$ cat src/rtl/irq_router_pkg.sv
package irq_router_pkg;

   localparam int unsigned NUM_SRC = 6;

   typedef enum logic [2:0] {
      SRC_IO1 = 3'd0,
      SRC_IO2 = 3'd1,
      SRC_ETH = 3'd2,
      SRC_SER = 3'd3,
      SRC_SND = 3'd4,
      SRC_NMI = 3'd5
   } irq_src_e;

   typedef enum logic {
      MODE_SEPARATE = 1'b0,
      MODE_CLASSIC  = 1'b1
   } route_mode_e;

   // Level a source asks for under a given map; 0 means "not encoded".
   function automatic int unsigned src_level(route_mode_e m, int unsigned s);
      int unsigned lvl;
      lvl = 0;
      if (m == MODE_CLASSIC) begin
         case (s)
            32'(SRC_IO1): lvl = 1;
            32'(SRC_IO2): lvl = 2;
            32'(SRC_SER): lvl = 4;
            32'(SRC_NMI): lvl = 7;
            default:      lvl = 0;
         endcase
      end else begin
         case (s)
            32'(SRC_IO1): lvl = 6;
            32'(SRC_IO2): lvl = 2;
            32'(SRC_ETH): lvl = 3;
            32'(SRC_SER): lvl = 4;
            32'(SRC_SND): lvl = 5;
            32'(SRC_NMI): lvl = 7;
            default:      lvl = 0;
         endcase
      end
      return lvl;
   endfunction

endpackage

$ cat src/rtl/irq_nmi_stretch.sv
module irq_nmi_stretch #(
   parameter int unsigned HOLD_CYCLES = 12_500_000
) (
   input  logic clk_i,
   input  logic rst_ni,
   input  logic trig_i,
   output logic active_o
);
   localparam int unsigned CNT_W = $clog2(HOLD_CYCLES + 1);
   localparam logic [CNT_W-1:0] HOLD_VAL = CNT_W'(HOLD_CYCLES);

   initial begin
      if (HOLD_CYCLES < 1) $error("irq_nmi_stretch: HOLD_CYCLES must be at least 1");
   end

   logic [CNT_W-1:0] cnt_q;

   always_ff @(posedge clk_i or negedge rst_ni) begin
      if (!rst_ni)             cnt_q <= '0;
      else if (trig_i)         cnt_q <= HOLD_VAL;
      else if (cnt_q != '0)    cnt_q <= cnt_q - 1'b1;
   end

   assign active_o = (cnt_q != '0);

   // a trigger always (re)loads the full hold time
   a_r9_restart_load: assert property (@(posedge clk_i) disable iff (!rst_ni)
      trig_i |=> (cnt_q == HOLD_VAL));
   // hold runs down one per cycle and releases at the end
   a_r8_countdown: assert property (@(posedge clk_i) disable iff (!rst_ni)
      (active_o && !trig_i && cnt_q != 1) |=> active_o);
   a_r8_release: assert property (@(posedge clk_i) disable iff (!rst_ni)
      (cnt_q == 1 && !trig_i) |=> !active_o);
endmodule

$ cat src/rtl/irq_level_map.sv
module irq_level_map
   import irq_router_pkg::*;
#(
   parameter int unsigned PEND_W = 8
) (
   input  logic               mode_i,
   input  logic [NUM_SRC-1:0] req_i,
   output logic [PEND_W-1:0]  pend_d_o,
   output logic               fwd_eth_o,
   output logic               fwd_snd_o
);
   initial begin
      if (PEND_W < 7) $error("irq_level_map: PEND_W must cover levels 1..7");
   end

   logic [PEND_W-1:0] contrib [NUM_SRC];

   for (genvar s = 0; s < NUM_SRC; s++) begin : g_src
      localparam int unsigned L_CL = src_level(MODE_CLASSIC,  s);
      localparam int unsigned L_SP = src_level(MODE_SEPARATE, s);
      always_comb begin
         contrib[s] = '0;
         if (mode_i == MODE_CLASSIC) begin
            if (L_CL != 0) contrib[s][L_CL-1] = req_i[s];
         end else begin
            if (L_SP != 0) contrib[s][L_SP-1] = req_i[s];
         end
      end
   end

   always_comb begin
      pend_d_o = '0;
      for (int s = 0; s < NUM_SRC; s++) pend_d_o = pend_d_o | contrib[s];
   end

   assign fwd_eth_o = (mode_i == MODE_CLASSIC) &  req_i[SRC_ETH];
   assign fwd_snd_o = (mode_i == MODE_CLASSIC) & ~req_i[SRC_SND];
endmodule

$ cat src/rtl/irq_prio_enc.sv
module irq_prio_enc #(
   parameter int unsigned PEND_W = 8,
   parameter int unsigned LVL_W  = 3
) (
   input  logic [PEND_W-1:0] pend_i,
   output logic [LVL_W-1:0]  lvl_o
);
   localparam int unsigned MAX_LVL = (1 << LVL_W) - 1;
   localparam int unsigned SCAN    = (PEND_W < MAX_LVL) ? PEND_W : MAX_LVL;

   initial begin
      if (LVL_W < 1) $error("irq_prio_enc: LVL_W must be at least 1");
   end

   // ascending scan: the last (highest) set bit wins
   always_comb begin
      lvl_o = '0;
      for (int i = 0; i < SCAN; i++) begin
         if (pend_i[i]) lvl_o = LVL_W'(i + 1);
      end
   end
endmodule

$ cat src/rtl/irq_prio_router.sv
module irq_prio_router
   import irq_router_pkg::*;
#(
   parameter int unsigned HOLD_CYCLES = 12_500_000,
   parameter int unsigned PEND_W      = 8,
   parameter int unsigned LVL_W       = 3,
   parameter int unsigned VEC_W       = 8,
   parameter int unsigned VEC_BASE    = 24
) (
   input  logic             clk_i,
   input  logic             rst_ni,
   input  logic             mode_i,
   input  logic             irq_io1_i,
   input  logic             irq_io2_i,
   input  logic             irq_eth_i,
   input  logic             irq_ser_i,
   input  logic             irq_snd_i,
   input  logic             nmi_trig_i,
   output logic [LVL_W-1:0] ipl_o,
   output logic [VEC_W-1:0] vector_o,
   output logic             fwd_eth_o,
   output logic             fwd_snd_o
);
   localparam int unsigned MAX_LVL = (1 << LVL_W) - 1;

   initial begin
      if (VEC_BASE + MAX_LVL >= (1 << VEC_W))
         $error("irq_prio_router: vector range does not fit VEC_W");
      if (LVL_W != 3) $error("irq_prio_router: level map assumes 3-bit levels");
   end

   logic               nmi_act;
   logic [NUM_SRC-1:0] req;
   logic [PEND_W-1:0]  pend_d, pend_q;
   logic               fwd_eth_d, fwd_snd_d;

   irq_nmi_stretch #(.HOLD_CYCLES(HOLD_CYCLES)) u_nmi (
      .clk_i    (clk_i),
      .rst_ni   (rst_ni),
      .trig_i   (nmi_trig_i),
      .active_o (nmi_act)
   );

   always_comb begin
      req          = '0;
      req[SRC_IO1] = irq_io1_i;
      req[SRC_IO2] = irq_io2_i;
      req[SRC_ETH] = irq_eth_i;
      req[SRC_SER] = irq_ser_i;
      req[SRC_SND] = irq_snd_i;
      req[SRC_NMI] = nmi_act;
   end

   irq_level_map #(.PEND_W(PEND_W)) u_map (
      .mode_i    (mode_i),
      .req_i     (req),
      .pend_d_o  (pend_d),
      .fwd_eth_o (fwd_eth_d),
      .fwd_snd_o (fwd_snd_d)
   );

   always_ff @(posedge clk_i or negedge rst_ni) begin
      if (!rst_ni) begin
         pend_q    <= '0;
         fwd_eth_o <= 1'b0;
         fwd_snd_o <= 1'b0;
      end else begin
         pend_q    <= pend_d;
         fwd_eth_o <= fwd_eth_d;
         fwd_snd_o <= fwd_snd_d;
      end
   end

   irq_prio_enc #(.PEND_W(PEND_W), .LVL_W(LVL_W)) u_enc (
      .pend_i (pend_q),
      .lvl_o  (ipl_o)
   );

   assign vector_o = (ipl_o == '0) ? '0 : VEC_W'(VEC_BASE) + VEC_W'(ipl_o);

   // separate-levels mode keeps the forwarding lines low
   a_r5_fwd_quiet: assert property (@(posedge clk_i) disable iff (!rst_ni)
      (mode_i == MODE_SEPARATE) |=> (!fwd_eth_o && !fwd_snd_o));
   // an active NMI hold wins with the top level one edge later
   a_r4_nmi_top: assert property (@(posedge clk_i) disable iff (!rst_ni)
      nmi_act |=> (ipl_o == LVL_W'(7)));
   // vector tracks level
   a_r7_vector: assert property (@(posedge clk_i) disable iff (!rst_ni)
      (ipl_o != '0) |-> (vector_o == VEC_W'(VEC_BASE + 32'(ipl_o))));
   // empty pending set encodes to level 0
   a_r6_idle_zero: assert property (@(posedge clk_i) disable iff (!rst_ni)
      (pend_q == '0) |-> (ipl_o == '0 && vector_o == '0));
endmodule

$ cat config.mk
export PLATFORM = sky130hd
export DESIGN_NAME = irq_prio_router
export DESIGN_NICKNAME = d
export VERILOG_FILES = /design/src/rtl/irq_router_pkg.sv /design/src/rtl/irq_nmi_stretch.sv /design/src/rtl/irq_level_map.sv /design/src/rtl/irq_prio_enc.sv /design/src/rtl/irq_prio_router.sv
export SDC_FILE = /design/constraint.sdc
export NUM_CORES = 1
export LEC_CHECK = 0
export BUFFER_PORTS_ARGS = -buffer_cell sky130_fd_sc_hd__buf_2
export CAP_MARGIN = 25
export CELL_PAD_IN_SITES_DETAIL_PLACEMENT = 0
export CELL_PAD_IN_SITES_GLOBAL_PLACEMENT = 1
export CORE_MARGIN = 2
export CORE_UTILIZATION = 44
export CTS_BUF_LIST = sky130_fd_sc_hd__clkbuf_4 sky130_fd_sc_hd__clkbuf_8 sky130_fd_sc_hd__clkbuf_16
export DETAILED_ROUTE_END_ITERATION = 6
export GPL_TIMING_DRIVEN = 0
export HOLD_SLACK_MARGIN = 0.06
export PLACE_DENSITY = 0.85
export SLEW_MARGIN = 10
export SYNTH_ARGS = -nofsm -noshare
export SYNTH_HDL_FRONTEND = slang
export SYNTH_SLANG_ARGS = --single-unit
$ cat constraint.sdc
create_clock -name clk_i -period 2.8 [get_ports clk_i]
set_input_delay 0.28 -clock clk_i [delete_from_list [all_inputs] [get_ports clk_i]]
set_output_delay 0.28 -clock clk_i [all_outputs]
set_load 0.02 [all_outputs]
# == Word-level counts from Yosys, hierarchy flattened ==
# Index checks and enable logic that the tools add are counted.
# word_totals
ff_bits,33
in_bits,9
elab_cells,31
out_inout_bits,13
# op_classes
n_reduce_logical,3
n_bitwise,8
addsub,2
mux,14
# ops
op,n
24-bit 2-to-1 mux,2
24-bit nonzero test,1
24-bit by 1-bit subtractor with 24-bit output (second input constant),1
3-bit 2-to-1 mux,4
8-bit 2-to-1 mux,1
7-bit by 3-bit bitwise OR with 7-bit output,1
7-bit by 4-bit bitwise OR with 7-bit output,1
7-bit by 5-bit bitwise OR with 7-bit output,1
7-bit bitwise OR,1
5-bit by 3-bit adder with 6-bit output (first input constant),1
6-bit by 2-bit bitwise OR with 6-bit output,1
1-bit 2-to-1 mux,5
2-bit 2-to-1 mux,2
3-bit zero test,1
1-bit AND,2
2-bit nonzero test,1
1-bit inverter,1

# == Depth between registers and ports, before layout ==
# depth
ltp_word,9
mapped_depth,8
depth_no_buf,7

# == By module ==
# A second synthesis with hierarchy kept.
# unflattened
cells_unflattened,182
hier_area_um2,1776.7
# modules_own_cells
mod,instances,seq_area_each_um2,cells_each,area_per_inst_um2
irq_nmi_stretch,1,600.6,142,1357.6
irq_prio_router,1,250.2,19,301.5
irq_level_map,1,0.0,11,72.6
irq_prio_enc,1,0.0,10,45.0

# == Least setup slack after synthesis ==
# No wires, ideal clock.
# synth_timing
kind,flip-flop to flip-flop
startpoint,reg u_nmi.cnt_q[10]
endpoint,reg u_nmi.cnt_q[17]
arrival_time_ns,1.864
stages_incl_launch_ff,6
setup_slack_ns,0.804
path_buffers,0
cell_sequence,dfrtp_1 or4_4 nor4_4 o211ai_4 o21ai_1 or3b_1
# synth_via
elab_chain_len,3
elab_cells_between_ends,5
classes_between,add/sub: 1; mux: 2; reduce/logical: 2
# synth_rtl
element,line_no,rtl
start: declaration,irq_nmi_stretch.sv:16,logic [CNT_W-1:0] cnt_q;
start signal: assignment,irq_nmi_stretch.sv:21,else if (cnt_q != '0) cnt_q <= cnt_q - 1'b1;
24-bit by 1-bit subtractor with 24-bit output,irq_nmi_stretch.sv:21,
24-bit 2-to-1 mux,irq_nmi_stretch.sv:21,
24-bit 2-to-1 mux,irq_nmi_stretch.sv:20,else if (trig_i) cnt_q <= HOLD_VAL;
# Parallel ways exist; a longest one is shown, timed or not. The select of a mux whose other input is x is not followed.
# A chain may end at the register's enable or synchronous reset.

# == Worst setup path after layout ==
# layout_timing
startpoint,reg u_nmi.cnt_q[16]
endpoint,reg u_nmi.cnt_q[17]
# The elaborated chain is that of the path after synthesis.

==> impl_metrics.yaml <==
sta:
  maxSlewViolCount: 0
  setup_viol_count_final: 0
  finalHoldViolCount: 0
  fin_crit_ns: 2.15
  fin_setup_tns_ns: 0
  fin_worst_skew_ns: 0.00180
  grt_setup_unrepaired: "no"
  relSlewSlack_pct: 53.2
  max_freq_mhz: 464
  period_share_pct: 76.9
  worst_pin_slew_ns: 0.702
cts:
  clk_path_buf_depth: 2
  path_clk_slew_ns: 0.07
  post_cts_buffers: 0
  cts_made_buffers: 5
  clk_latency_ns: 0.28
  clock-sinks: 33
  ctsRootBufferMaster: "clkbuf_8"
  hold_buffers: 0
  tritoncts: "built"
  htree_levels: 2
  post_cts_resized: 0
final_layout:
  syn_to_final_growth_pct: 16.7
  finalNonFillerCells: 246
  diodes: 0
  layout-drive-gt1-share_pct: 21.2
  final_nets: 208
detailed_routing:
  via_count: 1327
  post_drt_via_cell_ratio: 5.39
  drt_iter0_drc: 21
  drt_first_pass_iters: 6
  ant_nets: 0
  post_drt_wl_per_cell_um: 13.8
  routed_wl_mm: 3.41
  drc_errors: 0
job:
  cap_violations: 0
placed_design:
  gp_congestion: 0.740
  dp_cells: 238
  portBuffers: 18
  dpl.hpwl_mm: 2.37
worst_setup_path:
  max_stage_delay_ns: 0.59
  worstPathRequired_ns: 2.97
  cp_max_fo: 7
  crit_chain: "or4_1 > nand4b_4 > o211ai_4 > nor3_1 > or3b_1"
  crit_type: "reg -> reg"
  startpoint_type: "flop"
  crit_buf_inv: 0
  arrival_ns: 2.32
  worst_setup_path_end_kind: "flop"
  path_delay_family: "simple AND/OR/NAND/NOR gates"
  cpMaxStageDelayCell: "or4_1"
synthesis:
  synth_common_cells: "33 x dfrtp_1, 20 x nor2_1, 12 x nor3_1"
  synth.distinct_cells: 46
  synthFlopType: "dfrtp_1"
  synth-edff-count: 0
  synth_seq_cells: 33
  yosysSeqAreaShare_pct: 47.3
  ys_async_sr_fraction_pct: 100
  yosysTopAreaCell: "dfrtp_1"
  synth.area.top_cells: "dfrtp_1 47%, nor2_1 4.3%, nor2b_1 3.6%"
  syn_area_per_cell_um2: 10.3
  yosysMostFrequentCell: "dfrtp_1"
  synth_top_area_share_pct: 47.3
  yosysWarnings: 0
  synth_cells: 170
  syn_area_mm2: 0.00174
power:
  p_leak_nw: 0.806
  p_per_area_mw_per_mm2: 582
  vdd_drop_max_uv: 466
  fin_total_pwr_mw: 1.18
global_route:
  antenna_found_initial: 0
  grt_max_degree: 34
  gr-total-overflow: 0
  first_global_vias: 1298
  grt_use_total_pct: 17.7
  grt_pass1_wl_mm: 5.72
outcome:
  outcome: "completed"
die:
  die_y_um: 67.0
  core_mm2: 0.00374
  design.die.area_mm2: 0.00448
  die_x_um: 67.0
  io_pins: 22
  start_util_pct: 46.6
  rows: 22
min_path:
  min_path_type: "in -> async"
cell usage in the layout, fill, tap and decap left out, types with 5 or more instances in the layout:
cell	n
buf_2	20
buf_4	5
clkbuf_8	5
dfrtp_1	33
nor2_1	20
nor2b_1	10
nor3_1	12
o21ai_1	5
xnor2_1	5
xor2_1	7
flip-flops by register name, indices dropped and copies added, names as in the netlist:
register / flops
u_nmi.cnt_q: 24
pend_q: 7
fwd_eth_o: 1
fwd_snd_o: 1
per-layer routing:
metal,part of all wire [%],global-route usage (%),vias up
li1,-,-,647
met2,51,29.8,18
met3,3.8,5.91,4
met4,1.8,9.69,0
met5,0,0,-
met1,44,19.5,658
kinds of logic after synthesis:
kind of cell,Yosys count,synth area share [%]
xor gates and xnor gates,12,6.03
buffers and inverters,14,4.23
other,1,0.215
adders and majority gates,2,1.43
muxes,4,2.30
and+or+nand+nor,82,29.5
AOI/OAI and AO/OA,22,8.97
DFF,33,47.3
power breakdown:
group | internal, mW | switching [mW]
Sequential | 0.502 | 0.0285
Clock | 0.353 | 0.178
Combinational | 0.0500 | 0.0715
Total | 0.906 | 0.278
path summary, 6_finish.rpt:
path,to,startpoint,depth (start not counted),slack [ns]
max,u_nmi.cnt_q[17],u_nmi.cnt_q[16],5,0.65
min,u_nmi.cnt_q[5],rst_ni,1,0.04
max reg2reg,u_nmi.cnt_q[17],u_nmi.cnt_q[16],5,0.65
min reg2reg,u_nmi.cnt_q[19],u_nmi.cnt_q[19],2,0.57
max in group asynchronous,u_nmi.cnt_q[18],rst_ni,1,2.31
min in group clk_i,pend_q[3],irq_ser_i,1,0.10
metrics by stage:
stage	util, %	area (µm²)	setup slack, ns	hold WS, ns
2_1_floorplan	-	1750	0.804	-0.0156
3_3_place_gp	50.8	1900	0.693	0.368
3_5_place_dp	50.8	1900	0.673	0.387
4_1_cts	54.4	2040	0.667	0.0642
5_1_grt	54.4	2040	0.529	0.0890
6_report	54.4	2040	0.646	0.0386
cell type report:
| cell class | count | area (µm²) |
|---|---|---|
| tap | 48 | 60.1 |
| buffer | 11 | 62.6 |
| multi-input combinational | 125 | 852 |
| sequential | 33 | 826 |
| clock inverter | 3 | 65.1 |
| fill | 352 | 1710 |
| inverter | 3 | 11.3 |
| timing repair buffer | 18 | 90.1 |
| clock buffer | 5 | 68.8 |
(Power assumes the default switching activity.)
